===== src/rtl/ssp_pkg.sv =====
package ssp_pkg;
  typedef enum logic [1:0] {
    CK_FAST = 2'b00,
    CK_MID  = 2'b01,
    CK_SLOW = 2'b10,
    CK_EXT  = 2'b11
  } ck_sel_e;

  // bit 7 down to bit 0
  typedef struct packed {
    logic    flag;
    logic    ie;
    logic    ck_oe;
    logic    d_oe;
    ck_sel_e sel;
    logic    lsb_first;
    logic    go;
  } mode_t;
endpackage


===== src/rtl/ssp_clkgen.sv =====
module ssp_clkgen
  import ssp_pkg::*;
#(
  parameter int HALF_FAST   = 1,
  parameter int HALF_MID    = 4,
  parameter int HALF_SLOW   = 16,
  parameter int SYNC_STAGES = 2
) (
  input  logic    clk_i,
  input  logic    rst_ni,
  input  logic    busy_i,
  input  logic    begin_i,
  input  ck_sel_e sel_i,
  input  logic    sck_i,
  output logic    fall_o,
  output logic    rise_o,
  output logic    sck_o
);
  localparam int HALF_MAX = (HALF_SLOW > HALF_MID) ?
                            ((HALF_SLOW > HALF_FAST) ? HALF_SLOW : HALF_FAST) :
                            ((HALF_MID > HALF_FAST) ? HALF_MID : HALF_FAST);
  localparam int CNT_W = $clog2(HALF_MAX + 1);

  logic [CNT_W-1:0]     cnt_q, half_m1;
  logic                 sck_q, ext, tick;
  logic [SYNC_STAGES:0] sync_q;
  logic                 s_old, s_new;

  always_comb begin
    case (sel_i)
      CK_FAST: half_m1 = CNT_W'(HALF_FAST - 1);
      CK_MID:  half_m1 = CNT_W'(HALF_MID - 1);
      default: half_m1 = CNT_W'(HALF_SLOW - 1);
    endcase
  end

  assign ext  = (sel_i == CK_EXT);
  assign tick = busy_i && !ext && (cnt_q == half_m1);

  always_ff @(posedge clk_i or negedge rst_ni) begin
    if (!rst_ni) begin
      cnt_q <= '0;
      sck_q <= 1'b1;
    end else if (begin_i) begin
      cnt_q <= '0;
      sck_q <= 1'b1;
    end else if (busy_i && !ext) begin
      cnt_q <= tick ? '0 : cnt_q + 1'b1;
      if (tick) sck_q <= ~sck_q;
    end
  end

  // synchronizer plus one history flop for edge detection
  always_ff @(posedge clk_i or negedge rst_ni) begin
    if (!rst_ni) sync_q <= '1;
    else         sync_q <= {sync_q[SYNC_STAGES-1:0], sck_i};
  end

  assign s_old = sync_q[SYNC_STAGES];
  assign s_new = sync_q[SYNC_STAGES-1];

  assign fall_o = ext ? (busy_i && s_old && !s_new) : (tick && sck_q);
  assign rise_o = ext ? (busy_i && !s_old && s_new) : (tick && !sck_q);
  assign sck_o  = sck_q;

  p_sck_idle_high_r4: assert property (@(posedge clk_i) disable iff (!rst_ni)
    (!busy_i && !begin_i) |=> sck_o);

  p_edges_exclusive_r5: assert property (@(posedge clk_i) disable iff (!rst_ni)
    !(fall_o && rise_o));
endmodule


===== src/rtl/ssp_shift.sv =====
module ssp_shift #(
  parameter int DATA_W = 8
) (
  input  logic              clk_i,
  input  logic              rst_ni,
  input  logic              busy_i,
  input  logic              begin_i,
  input  logic              load_i,
  input  logic [DATA_W-1:0] load_data_i,
  input  logic              lsb_first_i,
  input  logic              fall_i,
  input  logic              rise_i,
  input  logic              sd_i,
  output logic              sd_o,
  output logic [DATA_W-1:0] data_o,
  output logic              done_o
);
  localparam int BC_W = $clog2(DATA_W);

  logic [DATA_W-1:0] sr_q;
  logic [BC_W-1:0]   bcnt_q;
  logic              sd_q;

  always_ff @(posedge clk_i or negedge rst_ni) begin
    if (!rst_ni) begin
      sr_q   <= '0;
      bcnt_q <= '0;
      sd_q   <= 1'b1;
    end else begin
      if (load_i) sr_q <= load_data_i;
      if (begin_i) bcnt_q <= '0;
      if (busy_i && fall_i) sd_q <= lsb_first_i ? sr_q[0] : sr_q[DATA_W-1];
      if (busy_i && rise_i) begin
        sr_q   <= lsb_first_i ? {sd_i, sr_q[DATA_W-1:1]} : {sr_q[DATA_W-2:0], sd_i};
        bcnt_q <= bcnt_q + 1'b1;
      end
    end
  end

  assign done_o = busy_i && rise_i && (bcnt_q == BC_W'(DATA_W - 1));
  assign sd_o   = sd_q;
  assign data_o = sr_q;

  p_dout_on_fall_r3: assert property (@(posedge clk_i) disable iff (!rst_ni)
    !fall_i |=> $stable(sd_o));
endmodule


===== src/rtl/ser_shift_port.sv =====
module ser_shift_port
  import ssp_pkg::*;
#(
  parameter int HALF_FAST   = 1,
  parameter int HALF_MID    = 4,
  parameter int HALF_SLOW   = 16,
  parameter int SYNC_STAGES = 2
) (
  input  logic       clk_i,
  input  logic       rst_ni,
  input  logic       wr_i,
  input  logic       addr_i,
  input  logic [7:0] wdata_i,
  output logic [7:0] rdata_o,
  input  logic       sck_i,
  output logic       sck_o,
  output logic       sck_oe_o,
  input  logic       sd_i,
  output logic       sd_o,
  output logic       sd_oe_o,
  output logic       irq_o
);
  mode_t      mode_q, wmode;
  logic [7:0] mode_bits, data;
  logic       fall, rise, done, begin_x, load;

  assign wmode   = mode_t'(wdata_i);
  assign begin_x = wr_i && !addr_i && !mode_q.go && wmode.go;
  assign load    = wr_i && addr_i && !mode_q.go;

  always_ff @(posedge clk_i or negedge rst_ni) begin
    if (!rst_ni) begin
      mode_q <= '0;
    end else begin
      if (wr_i && !addr_i) begin
        mode_q.ie    <= wmode.ie;
        mode_q.ck_oe <= wmode.ck_oe;
        mode_q.d_oe  <= wmode.d_oe;
        mode_q.flag  <= mode_q.flag & wmode.flag;
        if (!mode_q.go) begin
          mode_q.sel       <= wmode.sel;
          mode_q.lsb_first <= wmode.lsb_first;
          mode_q.go        <= wmode.go;
        end
      end
      if (done) begin
        mode_q.go   <= 1'b0;
        mode_q.flag <= 1'b1;
      end
    end
  end

  ssp_clkgen #(
    .HALF_FAST  (HALF_FAST),
    .HALF_MID   (HALF_MID),
    .HALF_SLOW  (HALF_SLOW),
    .SYNC_STAGES(SYNC_STAGES)
  ) u_clkgen (
    .clk_i  (clk_i),
    .rst_ni (rst_ni),
    .busy_i (mode_q.go),
    .begin_i(begin_x),
    .sel_i  (mode_q.sel),
    .sck_i  (sck_i),
    .fall_o (fall),
    .rise_o (rise),
    .sck_o  (sck_o)
  );

  ssp_shift #(.DATA_W(8)) u_shift (
    .clk_i      (clk_i),
    .rst_ni     (rst_ni),
    .busy_i     (mode_q.go),
    .begin_i    (begin_x),
    .load_i     (load),
    .load_data_i(wdata_i),
    .lsb_first_i(mode_q.lsb_first),
    .fall_i     (fall),
    .rise_i     (rise),
    .sd_i       (sd_i),
    .sd_o       (sd_o),
    .data_o     (data),
    .done_o     (done)
  );

  assign mode_bits = mode_q;
  assign rdata_o   = addr_i ? data : mode_bits;
  assign irq_o     = mode_q.flag && mode_q.ie;
  assign sck_oe_o  = mode_q.ck_oe;
  assign sd_oe_o   = mode_q.d_oe;

  p_done_sets_flag_r7: assert property (@(posedge clk_i) disable iff (!rst_ni)
    done |=> (mode_q.flag && !mode_q.go));

  p_data_held_busy_r9: assert property (@(posedge clk_i) disable iff (!rst_ni)
    (mode_q.go && !rise) |=> $stable(data));

  p_order_held_busy_r10: assert property (@(posedge clk_i) disable iff (!rst_ni)
    (mode_q.go && !done) |=> (mode_q.go && $stable(mode_q.sel) && $stable(mode_q.lsb_first)));
endmodule


===== config.mk =====
export PLATFORM = sky130hd
export DESIGN_NAME = ser_shift_port
export DESIGN_NICKNAME = d
export VERILOG_FILES = /design/src/rtl/ssp_pkg.sv /design/src/rtl/ssp_clkgen.sv /design/src/rtl/ssp_shift.sv /design/src/rtl/ser_shift_port.sv
export SDC_FILE = /design/constraint.sdc
export NUM_CORES = 1
export LEC_CHECK = 0
export ABC_AREA = 0
export CAP_MARGIN = 10
export CELL_PAD_IN_SITES_DETAIL_PLACEMENT = 1
export CELL_PAD_IN_SITES_GLOBAL_PLACEMENT = 1
export CORE_MARGIN = 1
export CORE_UTILIZATION = 41
export CTS_CLUSTER_SIZE = 20
export DETAILED_ROUTE_END_ITERATION = 8
export GPL_ROUTABILITY_DRIVEN = 1
export GPL_TIMING_DRIVEN = 0
export PLACE_DENSITY = 0.74
export SYNTH_ARGS = -nofsm -noshare
export SYNTH_HDL_FRONTEND = slang
export SYNTH_SLANG_ARGS = --single-unit

===== constraint.sdc =====
create_clock -name clk_i -period 2.01 [get_ports clk_i]
set_input_delay 0.3015 -clock clk_i [delete_from_list [all_inputs] [get_ports clk_i]]
set_output_delay 0.3015 -clock clk_i [all_outputs]
set_load 0.03 [all_outputs]

==> results.ini, run 1 <==
[layout]
final_common_cell = sky130_fd_sc_hd__mux2i_1
final_nets = 177
layoutNonFillerInstCount = 207
layout-drive-gt1-share_pct = 24.8
most-common-layout-cells = sky130_fd_sc_hd__mux2i_1 (27), sky130_fd_sc_hd__dfrtp_1 (24), sky130_fd_sc_hd__clkdlybuf4s50_1 (18)
n_antenna_cell = 0
nFillCells = 389
area_added_between_synthesis_and_finish_pct = 27.0

[drt]
detail-route-antenna-nets = 0
wl_mm = 3.48
routed-via-count = 1112
drc_errors = 0
drtPass1Iterations = 2
route.detailed.wl_per_inst_um = 16.8
via_density_per_instance = 5.37
detail_route.iter0.violations = 33

[setup_path]
critical_path_arrival_ns = 1.66
endpoint_kind_of_the_worst_setup_timing_path = output port
slowest_delay_ns = 0.52
worst_path_required_ns = 1.71
critical_path.cell_chain = clkdlybuf4s50_1 -> clkbuf_8 -> mux2_2 -> clkdlybuf4s15_2
timing.setup.critical_path_class = in -> out
worstPathMaxFanout = 10
cp_slowest_cell = sky130_fd_sc_hd__clkdlybuf4s50_1
startpoint_type = input pin

[yosys]
share_of_async_settable_or_async_resettable_flops_after_synthesis_pct = 100
synth_cell_type_count = 33
netlist_instances = 127
synth_edf_count = 0
synth_flop_cell = sky130_fd_sc_hd__dfrtp_1
synth_nets = 144
ys_seq_elements = 29
synth-warning-count = 0
seq_area_frac_synth_pct = 47.6
syn_avg_cell_area_um2 = 12.1
post_synth_instance_area_mm2 = 0.00154

[sta]
max_slew_margin_pct = 44.6
achievable-frequency_mhz = 511
final.min_clock_period_ns = 1.96
period_share_pct = 97.4
final-setup-viol-count = 0
tightest_slew_ns = 0.828
grt_setup_unrepaired = no
clock_skew_ns = 0.00535
finalWorstSetupSlack_ns = 0.0514
slew_violations = 0
hold_viol = 0

[die]
design.die.area_mm2 = 0.00400
ioPinCount = 27
core-area_mm2 = 0.00347
floorplan.initialDensity_pct = 44.3
dieWidth_um = 63.2
std_cell_rows = 21
dieHeight_um = 63.2

[pwr]
power.internal_mw = 1.71
power.share.combinational_pct = 42.7
switchingPower_mw = 1.12
power_density_mw_per_mm2 = 1450
p_sw_share_pct = 39.7
ir_worst_vdd_mv = 0.740
p_leak_nw = 0.953
power_frac_seq_pct = 40.1
part_of_the_total_power_dissipated_in_the_clock_network_pct = 17.3

[global_route]
grt_antenna_before_repair = 0
grt_pass1_wl_mm = 5.80
grt_max_degree = 16
grt_pass1_vias = 1206
gr-usage-all-layers_pct = 19.4
globalRouteOverflowTotal = 0

[clock_tree]
clock_transition_at_the_register_clock_pins_on_the_worst_setup_and_hold_paths_after_cts_ns = 0.06
cts_hold_buf = 0
cts-buffers-inserted = 5
cts_max_level = 2
cts_tree = built
clock_latency_of_the_later_clocked_register_in_the_worst_skew_pair_ns = 0.28
ctsLongestPathBuffers = 2
cts.sinks = 29
cts_root_buf = sky130_fd_sc_hd__clkbuf_8
cts_post_setup_buffers_inserted = 0

[placed_design]
numPlacedInstances = 200
io_buffers = 26
detailed_place_hpwl_mm = 2.61
place.gp.congestion = 0.766
placement.setup.worst_slack_ns = -0.601

[job]
max_cap_viol_count = 0

[status]
status = finished, final reports clean

[hold_path]
holdCritPathClass = reg -> reg

per-stage QoR:
stage / power, mW / utilization, % / cell area, um2 / hold WS [ns] / setup TNS, ns
final: 2.83 / 56.2 / 1950 / 0.358 / 0
after global routing: 3.04 / 56.2 / 1950 / 0.364 / 0
after CTS: 2.89 / 57.0 / 1980 / 0.359 / 0
after detailed placement: 2.43 / 54.3 / 1880 / 0.350 / -5.90
after global placement: 2.36 / 53.5 / 1850 / 0.347 / -5.42
after floorplan: 1.98 / - / 1540 / 0.00591 / 0
logic make-up after synthesis:
family	count (synthesis)	share of synthesized area, %
simple gates	26	9.28
compound gates	16	7.33
flops	29	47.6
xor+xnor	3	1.71
buf+inv	7	2.28
mux	43	29.3
fa+ha+maj	3	2.44
sequential cells by signal, summed over array words and instances (netlist names):
name and count:
u_shift.data_o 8, mode_bits 6, u_clkgen.cnt_q 5, u_clkgen.sync_q 3, u_shift.bcnt_q 3, sck_oe_o 1, sd_oe_o 1, u_clkgen.sck_o 1
u_shift.sd_o 1
area by class of cell:
class / instances / area (um2) / area share [%]
Buffer: 3 / 30.0 / 1.54
Clock buffer: 8 / 90.1 / 4.62
Inverter: 3 / 11.3 / 0.577
Multi-Input combinational cell: 91 / 769 / 39.4
Sequential cell: 29 / 732 / 37.5
Tap cell: 46 / 57.6 / 2.95
Timing Repair Buffer: 27 / 260 / 13.3
per-layer routing:
layer | wire length (um) | up-vias | track usage (%)
li1 | - | 531 | -
met1 | 1640 | 561 | 24.7
met2 | 1720 | 16 | 33.2
met4 | 28 | 0 | 5.11
met3 | 89 | 4 | 4.35
met5 | 0 | - | 0
synthesized netlist by cell type (all sizes together), types with 2 or more instances:
library cell,n,area [um2]
dfstp,5,131
ha,3,37.5
mux2,16,180
xor2,2,17.5
dfrtp,24,601
nand3,3,15.0
nand2b,2,12.5
mux2i,27,270
nor2b,2,12.5
o21ai,4,20.0
nand3b,2,15.0
clkbuf,3,12.5
inv,3,11.3
nand2,10,37.5
a21oi,5,25.0
worst max-delay path, delay by kind of cell:
kind,cells,cell delay [ns]
buffers and inverters,3,1.01
muxes,1,0.34
worst paths after layout:
path,startpoint,end,slack [ns],depth (start not counted)
min,u_clkgen.sync_q[0]$_DFF_PN1_,u_clkgen.sync_q[1]$_DFF_PN1_,0.36,0
max reg2reg,mode_bits[3]$_DFFE_PN0P_,u_shift.data_o[7]$_DFFE_PN0P_,0.18,5
max,addr_i,rdata_o[6],0.05,4
max in group asynchronous,rst_ni,u_clkgen.sync_q[2]$_DFF_PN1_,0.87,2
min reg2reg,u_clkgen.sync_q[0]$_DFF_PN1_,u_clkgen.sync_q[1]$_DFF_PN1_,0.36,0
min in group asynchronous,rst_ni,sd_oe_o$_DFFE_PN0P_,0.50,1
what timing repair did:
action,CTS,global route
setup endpoints to repair,8,6
resized for setup,17,10
hold endpoints to repair,0,0
power groups by stage:
stage / Clock [mW] / Combinational [mW] / Sequential, mW
after CTS: 0.504 / 1.25 / 1.14
after floorplan: 0 / 0.908 / 1.07
final: 0.488 / 1.21 / 1.13
after detailed placement: 0 / 1.32 / 1.11
after global routing: 0.523 / 1.33 / 1.18
after global placement: 0 / 1.28 / 1.09
(Power assumes the default switching activity.)
==> run 2, diff against run 1 <==
--- a/config.mk
+++ b/config.mk
@@ -15,7 +15,7 @@
 export DETAILED_ROUTE_END_ITERATION = 8
 export GPL_ROUTABILITY_DRIVEN = 1
 export GPL_TIMING_DRIVEN = 0
-export PLACE_DENSITY = 0.74
+export PLACE_DENSITY = 0.79
 export SYNTH_ARGS = -nofsm -noshare
 export SYNTH_HDL_FRONTEND = slang
 export SYNTH_SLANG_ARGS = --single-unit
==> run 2 against run 1 <==
Combinational power is 4% higher. Register-to-register slack better by 0.03 ns. Largest cell class unchanged. Wire length is 3.7% higher.
==> results.ini, run 2 (synthesis results as in run 1) <==
[clock_tree]
cts_hold_buf = 0
cts-buffers-inserted = 5
cts_root_buf = sky130_fd_sc_hd__clkbuf_8
clock_transition_at_the_register_clock_pins_on_the_worst_setup_and_hold_paths_after_cts_ns = 0.06
ctsLongestPathBuffers = 2
cts.sinks = 29
cts_tree = built
cts_max_level = 2
cts_post_setup_buffers_inserted = 0
clock_latency_of_the_later_clocked_register_in_the_worst_skew_pair_ns = 0.28

[sta]
final-setup-viol-count = 0
period_share_pct = 97.4
grt_setup_unrepaired = no
final.min_clock_period_ns = 1.96
tightest_slew_ns = 0.616
slew_violations = 0
max_slew_margin_pct = 58.8
achievable-frequency_mhz = 511
hold_viol = 0
final.hold.worst_slack_ns = 0.358
clock_skew_ns = 0.00704
setup-tns-final_ns = 0

[setup_path]
worst_path_required_ns = 1.71
timing.setup.critical_path_class = in -> out
worstPathMaxFanout = 10
critical_path_arrival_ns = 1.66
endpoint_kind_of_the_worst_setup_timing_path = output port
slowest_delay_ns = 0.52
critical_path.cell_chain = clkdlybuf4s50_1 -> clkbuf_8 -> mux2_2 -> clkdlybuf4s15_2
startpoint_type = input pin
reg2reg_setup_slack_ns = 0.21
cp_slowest_cell = sky130_fd_sc_hd__clkdlybuf4s50_1

[drt]
detail_route.iter0.violations = 18
drtPass1Iterations = 3
drc_errors = 0
detail-route-antenna-nets = 0
route.detailed.wl_per_inst_um = 17.4
routed-via-count = 1118
via_density_per_instance = 5.40
wl_mm = 3.60

[die]
dieHeight_um = 63.2
core-area_mm2 = 0.00347
floorplan.initialDensity_pct = 44.3
dieWidth_um = 63.2
design.die.area_mm2 = 0.00400
std_cell_rows = 21
ioPinCount = 27

[pwr]
switchingPower_mw = 1.16
power.internal_mw = 1.77
power.share.combinational_pct = 43.1
p_sw_share_pct = 39.5
p_leak_nw = 0.965
power_density_mw_per_mm2 = 1470
part_of_the_total_power_dissipated_in_the_clock_network_pct = 18.1
power_frac_seq_pct = 38.8
ir_worst_vdd_mv = 0.688

[layout]
final_common_cell = sky130_fd_sc_hd__mux2i_1
n_antenna_cell = 0
layout-drive-gt1-share_pct = 26.1
layoutNonFillerInstCount = 207
final_nets = 177
area_added_between_synthesis_and_finish_pct = 30.1
final_util_pct = 57.6
multi_input_gate_area_um2 = 769
largest_reg_flops = 8
regArea_um2 = 732
most-common-layout-cells = sky130_fd_sc_hd__mux2i_1 (27), sky130_fd_sc_hd__dfrtp_1 (24), sky130_fd_sc_hd__clkdlybuf4s50_1 (18)
nFillCells = 388

[status]
status = finished, final reports clean

[global_route]
grt_pass1_vias = 1255
grt_max_degree = 20
grt_antenna_before_repair = 0
gr-usage-all-layers_pct = 21.4
globalRouteOverflowTotal = 0
grt_pass1_wl_mm = 6.44

[hold_path]
holdCritPathClass = reg -> reg

[placed_design]
numPlacedInstances = 200
place.gp.congestion = 0.740
detailed_place_hpwl_mm = 2.66
io_buffers = 26

[job]
max_cap_viol_count = 0

==> run 2: changes by cell type in the layout (fill, tap and decap cells not counted), sizes merged <==
cell	before	now
clkbuf	16	9
clkdlybuf4s15	2	8
clkinv	0	1
==> run 2: stage by stage <==
stage	setup WS (ns)	power (mW)	area, um2
6_report	0.0514	2.93	2000
5_1_grt	0.0357	3.16	2000
4_1_cts	0.0457	2.97	2000
3_5_place_dp	-0.603	2.44	1880
3_3_place_gp	-0.580	2.35	1850
2_1_floorplan	0.451	1.98	1540
==> run 2: per-layer routing <==
layer / wire length, um / up-vias / GRT usage [%]
met2: 1790 / 19 / 34.8
met4: 38 / 0 / 5.97
met3: 101 / 4 / 4.89
met5: 0 / - / 0
met1: 1680 / 567 / 28.4
li1: - / 528 / -
==> run 2: area by class of cell <==
class                      count  area share [%]
buffer                         3            1.50
clock buffer                   7            4.82
clock inverter                 1           0.250
inverter                       3           0.563
multi-input combinational     91            38.5
sequential                    29            36.6
tap                           46            2.88
timing repair buffer          27            14.9
==> run 2: power by group through the flow <==
| stage | sequential [mW] | clock, mW | combinational [mW] |
|---|---|---|---|
| after floorplan | 1.07 | 0 | 0.908 |
| after global placement | 1.09 | 0 | 1.26 |
| after detailed placement | 1.10 | 0 | 1.34 |
| after CTS | 1.14 | 0.547 | 1.29 |
| after global routing | 1.19 | 0.567 | 1.39 |
| final | 1.14 | 0.531 | 1.26 |
==> run 2: final timing paths <==
path	from	end	cells after the start
setup / recovery	addr_i	rdata_o[7]	4
hold / removal	u_clkgen.sync_q[0]$_DFF_PN1_	u_clkgen.sync_q[1]$_DFF_PN1_	0
setup reg to reg	mode_bits[3]$_DFFE_PN0P_	u_shift.bcnt_q[0]$_DFFE_PN0P_	5
hold reg to reg	u_clkgen.sync_q[0]$_DFF_PN1_	u_clkgen.sync_q[1]$_DFF_PN1_	0
max in group asynchronous	rst_ni	u_clkgen.sck_o$_DFFE_PN1P_	2
min in group asynchronous	rst_ni	u_shift.data_o[6]$_DFFE_PN0P_	1
==> run 2: timing repair <==
item / CTS / global route
gates resized for setup: 27 / 0
endpoints found under the hold margin: 0 / 0
endpoints found under the setup margin: 8 / 0
==> run 2: worst max-delay path: cells and delay by family <==
family,cells,cell delay (ns)
buffers and inverters,3,1.01
muxes,1,0.35
